$ cat src/rtl/rob_pkg.sv
package rob_pkg;
    typedef enum logic [0:0] {
        ST_RUN   = 1'b0,
        ST_FLUSH = 1'b1
    } rob_state_e;
endpackage

$ cat src/rtl/rob_slot_array.sv
module rob_slot_array #(
    parameter int DEPTH = 8,
    parameter int IW    = 3,
    parameter int PCW   = 16,
    parameter int RW    = 5,
    parameter int DW    = 16
) (
    input  logic                       clk,
    input  logic                       rst_n,
    input  logic                       wr_new,
    input  logic [IW-1:0]              wr_idx,
    input  logic [PCW-1:0]             wr_pc,
    input  logic [RW-1:0]              wr_dest,
    input  logic                       res_we,
    input  logic [IW-1:0]              res_idx,
    input  logic [DW-1:0]              res_data,
    input  logic                       res_fault,
    input  logic [DEPTH-1:0]           drop_mask,
    output logic [DEPTH-1:0]           live_q,
    output logic [DEPTH-1:0]           done_q,
    output logic [DEPTH-1:0]           bad_q,
    output logic [DEPTH-1:0][PCW-1:0]  pc_q,
    output logic [DEPTH-1:0][RW-1:0]   dest_q,
    output logic [DEPTH-1:0][DW-1:0]   data_q
);
    for (genvar i = 0; i < DEPTH; i++) begin : g_slot
        always_ff @(posedge clk or negedge rst_n) begin
            if (!rst_n) begin
                live_q[i] <= 1'b0;
                done_q[i] <= 1'b0;
                bad_q[i]  <= 1'b0;
                pc_q[i]   <= '0;
                dest_q[i] <= '0;
                data_q[i] <= '0;
            end else begin
                if (drop_mask[i]) begin
                    live_q[i] <= 1'b0;
                end else if (wr_new && wr_idx == IW'(i)) begin
                    live_q[i] <= 1'b1;
                    done_q[i] <= 1'b0;
                    bad_q[i]  <= 1'b0;
                    pc_q[i]   <= wr_pc;
                    dest_q[i] <= wr_dest;
                end
                if (res_we && res_idx == IW'(i)) begin
                    done_q[i] <= 1'b1;
                    bad_q[i]  <= res_fault;
                    data_q[i] <= res_data;
                end
            end
        end
    end
endmodule

$ cat src/rtl/rob_retire_pick.sv
module rob_retire_pick #(
    parameter int DEPTH = 8,
    parameter int CW    = 2,
    parameter int IW    = 3
) (
    input  logic [IW-1:0]    head,
    input  logic [DEPTH-1:0] live,
    input  logic [DEPTH-1:0] done,
    input  logic [DEPTH-1:0] bad,
    output logic [CW-1:0]    take,
    output logic             fault_found
);
    logic [CW-1:0] hit_bad;
    logic [CW:0]   chain;

    assign chain[0] = 1'b1;

    for (genvar k = 0; k < CW; k++) begin : g_lane
        logic [IW-1:0] pos;
        assign pos        = head + IW'(k);
        assign take[k]    = chain[k] & live[pos] & done[pos] & ~bad[pos];
        assign hit_bad[k] = chain[k] & live[pos] & done[pos] & bad[pos];
        assign chain[k+1] = take[k];
    end

    assign fault_found = |hit_bad;
endmodule

$ cat src/rtl/rob_core.sv
module rob_core #(
    parameter int DEPTH = 8,
    parameter int CW    = 2,
    parameter int PCW   = 16,
    parameter int RW    = 5,
    parameter int DW    = 16,
    localparam int IW   = $clog2(DEPTH),
    localparam int NW   = $clog2(CW + 1)
) (
    input  logic              clk,
    input  logic              rst_n,
    input  logic              alloc_req_i,
    input  logic [PCW-1:0]    alloc_pc_i,
    input  logic [RW-1:0]     alloc_dest_i,
    output logic              alloc_ready_o,
    output logic [IW-1:0]     alloc_idx_o,
    input  logic              cmp_valid_i,
    input  logic [IW-1:0]     cmp_idx_i,
    input  logic [DW-1:0]     cmp_data_i,
    input  logic              cmp_fault_i,
    output logic [CW-1:0]     ret_valid_o,
    output logic [CW*RW-1:0]  ret_dest_o,
    output logic [CW*DW-1:0]  ret_data_o,
    output logic              flush_o,
    output logic [IW-1:0]     exc_idx_o,
    output logic [PCW-1:0]    exc_pc_o
);
    import rob_pkg::*;

    rob_state_e state_q, state_d;
    logic [IW-1:0] head_q, tail_q;
    logic          full_q;

    logic [DEPTH-1:0]          live, done, bad, drop_mask;
    logic [DEPTH-1:0][PCW-1:0] pc_q;
    logic [DEPTH-1:0][RW-1:0]  dest_q;
    logic [DEPTH-1:0][DW-1:0]  data_q;
    logic [CW-1:0]             take;
    logic                      fault_found;
    logic                      alloc_fire, res_fire;
    logic [NW-1:0]             n_ret;

    rob_slot_array #(.DEPTH(DEPTH), .IW(IW), .PCW(PCW), .RW(RW), .DW(DW)) u_slots (
        .clk       (clk),
        .rst_n     (rst_n),
        .wr_new    (alloc_fire),
        .wr_idx    (tail_q),
        .wr_pc     (alloc_pc_i),
        .wr_dest   (alloc_dest_i),
        .res_we    (res_fire),
        .res_idx   (cmp_idx_i),
        .res_data  (cmp_data_i),
        .res_fault (cmp_fault_i),
        .drop_mask (drop_mask),
        .live_q    (live),
        .done_q    (done),
        .bad_q     (bad),
        .pc_q      (pc_q),
        .dest_q    (dest_q),
        .data_q    (data_q)
    );

    rob_retire_pick #(.DEPTH(DEPTH), .CW(CW), .IW(IW)) u_pick (
        .head        (head_q),
        .live        (live),
        .done        (done),
        .bad         (bad),
        .take        (take),
        .fault_found (fault_found)
    );

    // state register
    always_ff @(posedge clk or negedge rst_n) begin
        if (!rst_n) state_q <= ST_RUN;
        else        state_q <= state_d;
    end

    always_comb begin
        state_d = state_q;
        unique case (state_q)
            ST_RUN:   if (fault_found) state_d = ST_FLUSH;
            ST_FLUSH: state_d = ST_RUN;
            default:  state_d = ST_RUN;
        endcase
    end

    // outputs and per-cycle controls
    always_comb begin
        flush_o       = (state_q == ST_FLUSH);
        alloc_ready_o = (state_q == ST_RUN) && !full_q;
        alloc_idx_o   = tail_q;
        alloc_fire    = alloc_req_i && alloc_ready_o;
        res_fire      = cmp_valid_i && (state_q == ST_RUN) && live[cmp_idx_i];
        ret_valid_o   = (state_q == ST_RUN) ? take : '0;
        exc_idx_o     = flush_o ? head_q : '0;
        exc_pc_o      = flush_o ? pc_q[head_q] : '0;
        n_ret         = '0;
        drop_mask     = flush_o ? '1 : '0;
        for (int k = 0; k < CW; k++) begin
            logic [IW-1:0] pos;
            pos = head_q + IW'(k);
            ret_dest_o[k*RW +: RW] = dest_q[pos];
            ret_data_o[k*DW +: DW] = data_q[pos];
            if (ret_valid_o[k]) begin
                n_ret          = n_ret + NW'(1);
                drop_mask[pos] = 1'b1;
            end
        end
    end

    // pointers
    always_ff @(posedge clk or negedge rst_n) begin
        if (!rst_n) begin
            head_q <= '0;
            tail_q <= '0;
            full_q <= 1'b0;
        end else if (state_q == ST_FLUSH) begin
            tail_q <= head_q;
            full_q <= 1'b0;
        end else begin
            head_q <= head_q + IW'(n_ret);
            tail_q <= tail_q + IW'(alloc_fire);
            if (n_ret != '0)
                full_q <= 1'b0;
            else if (alloc_fire)
                full_q <= ((tail_q + IW'(1)) == head_q);
        end
    end
endmodule

$ cat config.mk
export PLATFORM = sky130hd
export DESIGN_NAME = rob_core
export DESIGN_NICKNAME = d
export VERILOG_FILES = /design/src/rtl/rob_pkg.sv /design/src/rtl/rob_slot_array.sv /design/src/rtl/rob_retire_pick.sv /design/src/rtl/rob_core.sv
export SDC_FILE = /design/constraint.sdc
export NUM_CORES = 1
export LEC_CHECK = 0
export ABC_CLOCK_PERIOD_IN_PS = 4400
export CAP_MARGIN = 5
export CORE_UTILIZATION = 25
export CTS_CLUSTER_SIZE = 16
export DETAILED_ROUTE_END_ITERATION = 7
export PLACE_DENSITY = 0.38
export RECOVER_POWER = 25
export SYNTH_ARGS = -nofsm -noshare
export SYNTH_HDL_FRONTEND = slang
export SYNTH_SLANG_ARGS = --single-unit
$ cat constraint.sdc
create_clock -name clk -period 4.4 [get_ports clk]
set_clock_uncertainty 0.05 [all_clocks]
set_input_delay 0.88 -clock clk [delete_from_list [all_inputs] [get_ports clk]]
set_output_delay 0.88 -clock clk [all_outputs]
set_load 0.01 [all_outputs]
# Word-level counts from Yosys, hierarchy flattened
# Index checks and enable logic that the tools add are counted.
# Widths: inputs -> output; s select.
[word_totals]
register_bits = 328
input_bits = 45
[op_classes]
n_addsub = 5
n_lt_le_gt_ge = 5
n_reduce_logical = 60
n_eq_ne = 23
bitwise = 20
n_mux = 90
[op_table]
columns = ["op", "count"]
rows = [
  ["$bmux 16 s3", 3],
  ["$mux 16", 4],
  ["$mux 1", 62],
  ["$reduce_bool 2->1", 17],
  ["$reduce_and 2->1", 16],
  ["$bmux 5 s3", 2],
  ["$eq 3x3->1 const B", 8],
  ["$mux 8", 3],
  ["$logic_and 1x1->1", 22],
  ["$bmux 1 s3", 7],
  ["$ne 2x1->1 const B", 8],
  ["$or 8x8->8", 2],
  ["$eq 3x2->1 const B", 4],
  ["$lt 3x4->1 const B", 3],
  ["$not 1->1", 11],
  ["$mux 5", 2],
  ["$and 1x1->1", 7],
  ["$add 3x1->3 const B", 2],
  ["$demux 1 s3", 2],
  ["$eq 3x1->1 const B", 2],
  ["$ge 3x1->1 const B", 2],
  ["$logic_not 3->1", 2],
  ["$mux 3", 2],
  ["$mux 2", 2],
  ["8 further kinds", 8],
]

# Depth between registers and ports, before layout
[depth]
ltp_word = 14
mapped_depth = 14

# Modules after synthesis
# A second synthesis with hierarchy kept.
[hier_totals]
cells_unflattened = 1161
area_unflattened_um2 = 16757.3
[by_module_without_submodules]
columns = ["module", "seq_area_each_um2", "cells_each", "area_per_inst_um2", "n_inst"]
rows = [
  ["rob_slot_array", 8007.7, 718, 12061.6, 1],
  ["rob_core", 200.2, 405, 4380.5, 1],
  ["rob_retire_pick", 0.0, 38, 315.3, 1],
]

# Worst setup path before layout
# OpenSTA, ideal clock, no wires.
[synth_timing]
path_kind = "reg2out"
start = "register head_q[1]"
end = "output port ret_dest_o[6]"
arrival_time_ns = 2.716
path_stages_with_launch = 7
setup_slack_ns = 0.754
n_path_buf = 3
required_ns = 3.470
cell_sequence = "dfrtp_1 -> ha_1 -> clkbuf_1 -> clkbuf_1 -> buf_1 -> mux4_2 -> mux2_2"
[synth_between]
elab_chain_cells = 3
[synth_rtl]
columns = ["item", "line_no", "rtl"]
rows = [
  ["start: declaration", "rob_core.sv:31", "logic [IW-1:0] head_q, tail_q;"],
  ["start signal: assignment", "rob_core.sv:121", "head_q <= head_q + IW'(n_ret);"],
  ["$add 3x1->3", "rob_core.sv:101", "pos = head_q + IW'(k);"],
  ["$bmux 5 s3", "rob_core.sv:102", "ret_dest_o[k*RW +: RW] = dest_q[pos];"],
  ["$mux 5 (not written as such)", "rob_core.sv:102", ""],
  ["end: declaration", "rob_core.sv:22", "output logic [CW*RW-1:0] ret_dest_o,"],
]
# Every way passes these cells. The select of a mux whose other input is x is not followed.

# Worst setup path after layout
[layout_timing]
start = "register head_q[0]"
end = "output port ret_valid_o[1]"
[layout_between]
elab_chain_cells = 8
elab_cells_between_ends = 21
classes_between = "add/sub: 1; mux: 13; bitwise: 7"
[layout_rtl]
columns = ["item", "line_no", "rtl"]
rows = [
  ["parallel branches: the longest is 6 deep, another holds $add 3x1->3", "--", ""],
  ["$and 1x1->1 *", "rob_retire_pick.sv:21", "assign take[k] = chain[k] & live[pos] & done[pos] & ~bad[pos];"],
  ["$mux 2 *", "rob_core.sv:94", "ret_valid_o = (state_q == ST_RUN) ? take : '0;"],
  ["end: declaration", "rob_core.sv:21", "output logic [CW-1:0] ret_valid_o,"],
]
# Mark *: on every way between the ends. The select of a mux whose other input is x is not followed.

==> results by group <==
Status
  – Status: complete, but fails checks
  – Failing checks: capacitance limit, slew limit

Worst setup path
  – Critical Path End Type: output port
  – Reg-to-Reg Start: head_q[0]$_DFFE_PN0N_
  – R2R Path End: head_q[1]$_DFFE_PN0N_
  – Reg2Reg Depth: 11
  – Crit Path Max Fanout: 70
  – Worst R2R Setup Slack: 0.72 ns
  – Worst setup SP type: flop
  – Critical path arrival: 3.32 ns
  – Critical path class: flop to output port
  – Req. time, crit path: 3.47 ns

Flow run
  – Max-cap violation count: 1

Floorplan
  – Initial Util: 25.4%
  – Chip width: 256 um
  – Die Height: 256 um
  – Core ar.: 0.0633 mm2
  – FP Rows: 92
  – I/O pin count: 113
  – Die ar.: 0.0654 mm2

Logic synthesis
  – Synth Cell Area: 0.0161 mm2
  – Post-synth ARST share: 100%
  – Unique masters post-synth: 62
  – EDFF count, synth: 0
  – Synthesized net count: 1345
  – Yosys warning count: 0
  – Post-synthesis sequential area ratio: 51.0%
  – Cell count after synthesis: 1288
  – Number of synthesized register bits: 328
  – Ys flop type: dfrtp_1
  – Synthesized area per cell: 12.5 um2

Min path
  – Hold Startpoint: u_slots.done_q[0]$_DFFE_PN0P_
  – Hold endpoint: u_slots.done_q[0]$_DFFE_PN0P_
  – Hold Crit Class: flop to flop
  – Hold Path Depth: 1

GRT
  – First-pass GRT wire length: 85700 um
  – Number of global-route vias before repair: 12200
  – Overall routing resource usage: 17.4%
  – GRT overflow: 0
  – Largest net degree at the start of global routing: 90
  – Initial antenna violation count: 5

Clocking
  – CTS Hold Buffers Added: 0
  – CTS tree: built
  – CTS root buffer: clkbuf_16
  – Clk pin slew, worst setup/hold paths: 0.06 ns
  – Number of H-tree levels: 2
  – Worst skew pair latency: 0.57 ns
  – Inserted Clock Buffers: 42
  – Num Clock Sinks: 328
  – CTS max path bufs: 3

Drt
  – WL/cell: 24.8 um
  – 1st-iter DRT viols: 696
  – Pre-antenna DRT Iters: 5
  – Total Wirelength: 56800 um
  – DRC: 0
  – Final ANT Viol Nets: 0
  – Routed vias/inst: 5.10
  – Via count: 11700

Timing
  – Final Setup Violations: 0
  – Slew margin rel.: -125%
  – Tmin final: 4.25 ns
  – Final critical-path share of the clock period: 96.6%
  – RSZ-0062 raised after global routing: no
  – Highest clock rate: 0.235 GHz
  – Worst-Margin Slew: 3.37 ns
  – Pins Over Slew Limit: 64
  – Final hold vios: 0
  – Setup Total Neg Slack: 0 ns

Cells and area
  – Fillers: 6423
  – Final #Nets: 1466
  – Area Growth Syn to Fin: 24.3%
  – Fraction of layout cells with a size suffix above 1: 33.2%

Power
  – Final Power: 17.7 mW
  – Pwr per Cell Area: 883 mW/mm2
  – Worst-case vdd ir drop: 0.357 mV
  – Lkg Pwr: 8.13 nW

Placed design
  – DP HPWL: 33600 um
  – Port bufs: 112
  – GPL Wtd Cong: 0.772
[worst max-delay path: stages (launching register included)]
cell and delay (ns):
dfrtp_2 0.40, buf_12 0.33, mux4_2 0.63, mux2i_1 0.22, nand3_1 0.24, nor2_2 0.28
clkdlybuf4s50_1 0.60
[placed cells by master, fill, tap and decap left out, types with 11 or more instances in the layout]
| cell type | n |
|---|---|
| nand3_1 | 11 |
| mux2_4 | 18 |
| clkbuf_8 | 13 |
| inv_1 | 15 |
| nand4_1 | 28 |
| clkbuf_1 | 13 |
| nor2b_1 | 19 |
| a21oi_1 | 27 |
| nor2_1 | 20 |
| nand2_1 | 76 |
| buf_12 | 11 |
| mux4_2 | 20 |
| a311oi_1 | 13 |
| a31oi_1 | 15 |
| mux2_2 | 285 |
| a41oi_1 | 17 |
| a22oi_1 | 166 |
| clkbuf_16 | 43 |
| buf_4 | 51 |
| o21ai_0 | 25 |
| clkdlybuf4s50_1 | 111 |
| dfrtp_1 | 326 |
[where the power goes]
group | switching (mW) | total [mW] | leakage [nW] | internal [mW]
registers | 1.08 | 5.61 | 4.04 | 4.53
clock network | 1.37 | 3.51 | 0.697 | 2.14
logic | 4.39 | 8.54 | 3.39 | 4.15
[metal layers]
| metal | GRT usage, % | routed length, um |
|---|---|---|
| met2 | 28.1 | 26900 |
| met4 | 5.32 | 1450 |
| met5 | 0 | 26 |
| met1 | 24.0 | 26000 |
| met3 | 2.35 | 2400 |
[registers in the layout, indices dropped and copies added, names as in the netlist]
register,flops
alloc_idx_o,3
full_q,1
u_slots.pc_q,128
u_slots.data_q,128
head_q,3
flush_o,1
u_slots.live_q,8
u_slots.dest_q,40
u_slots.done_q,8
u_slots.bad_q,8
[cell type report]
cell class                      count  area [um2]  share of cell area [%]
Antenna cell                        1        2.50                  0.0125
Clock buffer                       69        1300                    6.52
Clock inverter                      9         120                   0.600
Inverter                           16        60.1                   0.300
Multi-Input combinational cell    846        7520                    37.6
Sequential cell                   328        8210                    41.0
Tap cell                          846        1060                    5.29
Timing Repair Buffer              175        1740                    8.67
[what timing repair did]
action	CTS	global route
pin swaps	0	1
gates resized for setup	1	2
buffers inserted	0	2
endpoints found under the setup margin	1	6
[synthesized netlist by cell type (17+ instances only)]
library cell  number  area share (%)
o21ai_0           25            0.78
clkbuf_1          58             1.4
mux2_2           285              20
a22oi_1          166             7.7
mux2_4            18             1.7
mux4_2            20             2.8
nor2_1            21            0.49
dfrtp_1          328              51
buf_2             17            0.53
nor2b_1           21            0.82
nand4_1           28             1.1
a41oi_1           17            0.92
nand2_1           76             1.8
a21oi_1           27            0.84
[kinds of logic (layout without fill, tap and decap cells)]
kind of cell               count (synthesis)  in the layout  synth area share, %
DFF                                      328            328                 51.0
buffers and inverters                    114            269                 3.09
muxes                                    331            331                 24.9
and+or+nand+nor                          196            196                 6.18
adders and majority gates                 12             12                0.979
xor gates and xnor gates                   7              7                0.381
other                                      0              1                    0
AOI/OAI and AO/OA                        300            300                 13.5
[worst max-delay path by stage]
stage                          end  slack [ns]                   from  depth (start not counted)
floorplan            ret_dest_o[6]        0.75  head_q[1]$_DFFE_PN0N_                          6
global placement    ret_valid_o[1]        0.65  head_q[0]$_DFFE_PN0N_                          6
detailed placement  ret_valid_o[1]        0.64  head_q[0]$_DFFE_PN0N_                          6
CTS                    exc_pc_o[0]        0.06  head_q[0]$_DFFE_PN0N_                          6
global route        ret_valid_o[1]        0.01  head_q[0]$_DFFE_PN0N_                          6
finish              ret_valid_o[1]        0.15  head_q[0]$_DFFE_PN0N_                          6
[stage by stage]
step,setup WS (ns),hold WS (ns),cells,util [%],cell area [um2]
final,0.148,0.447,2290,31.6,20000
after CTS,0.0581,0.221,2287,31.6,20000
after detailed placement,0.640,0.440,2209,29.3,18600
after global placement,0.647,0.426,2209,29.3,18600
after global routing,0.0104,0.461,2290,31.6,20000
after floorplan,0.754,0.413,1288,-,16100
No activity file was read; power rests on OpenSTA's default activity.
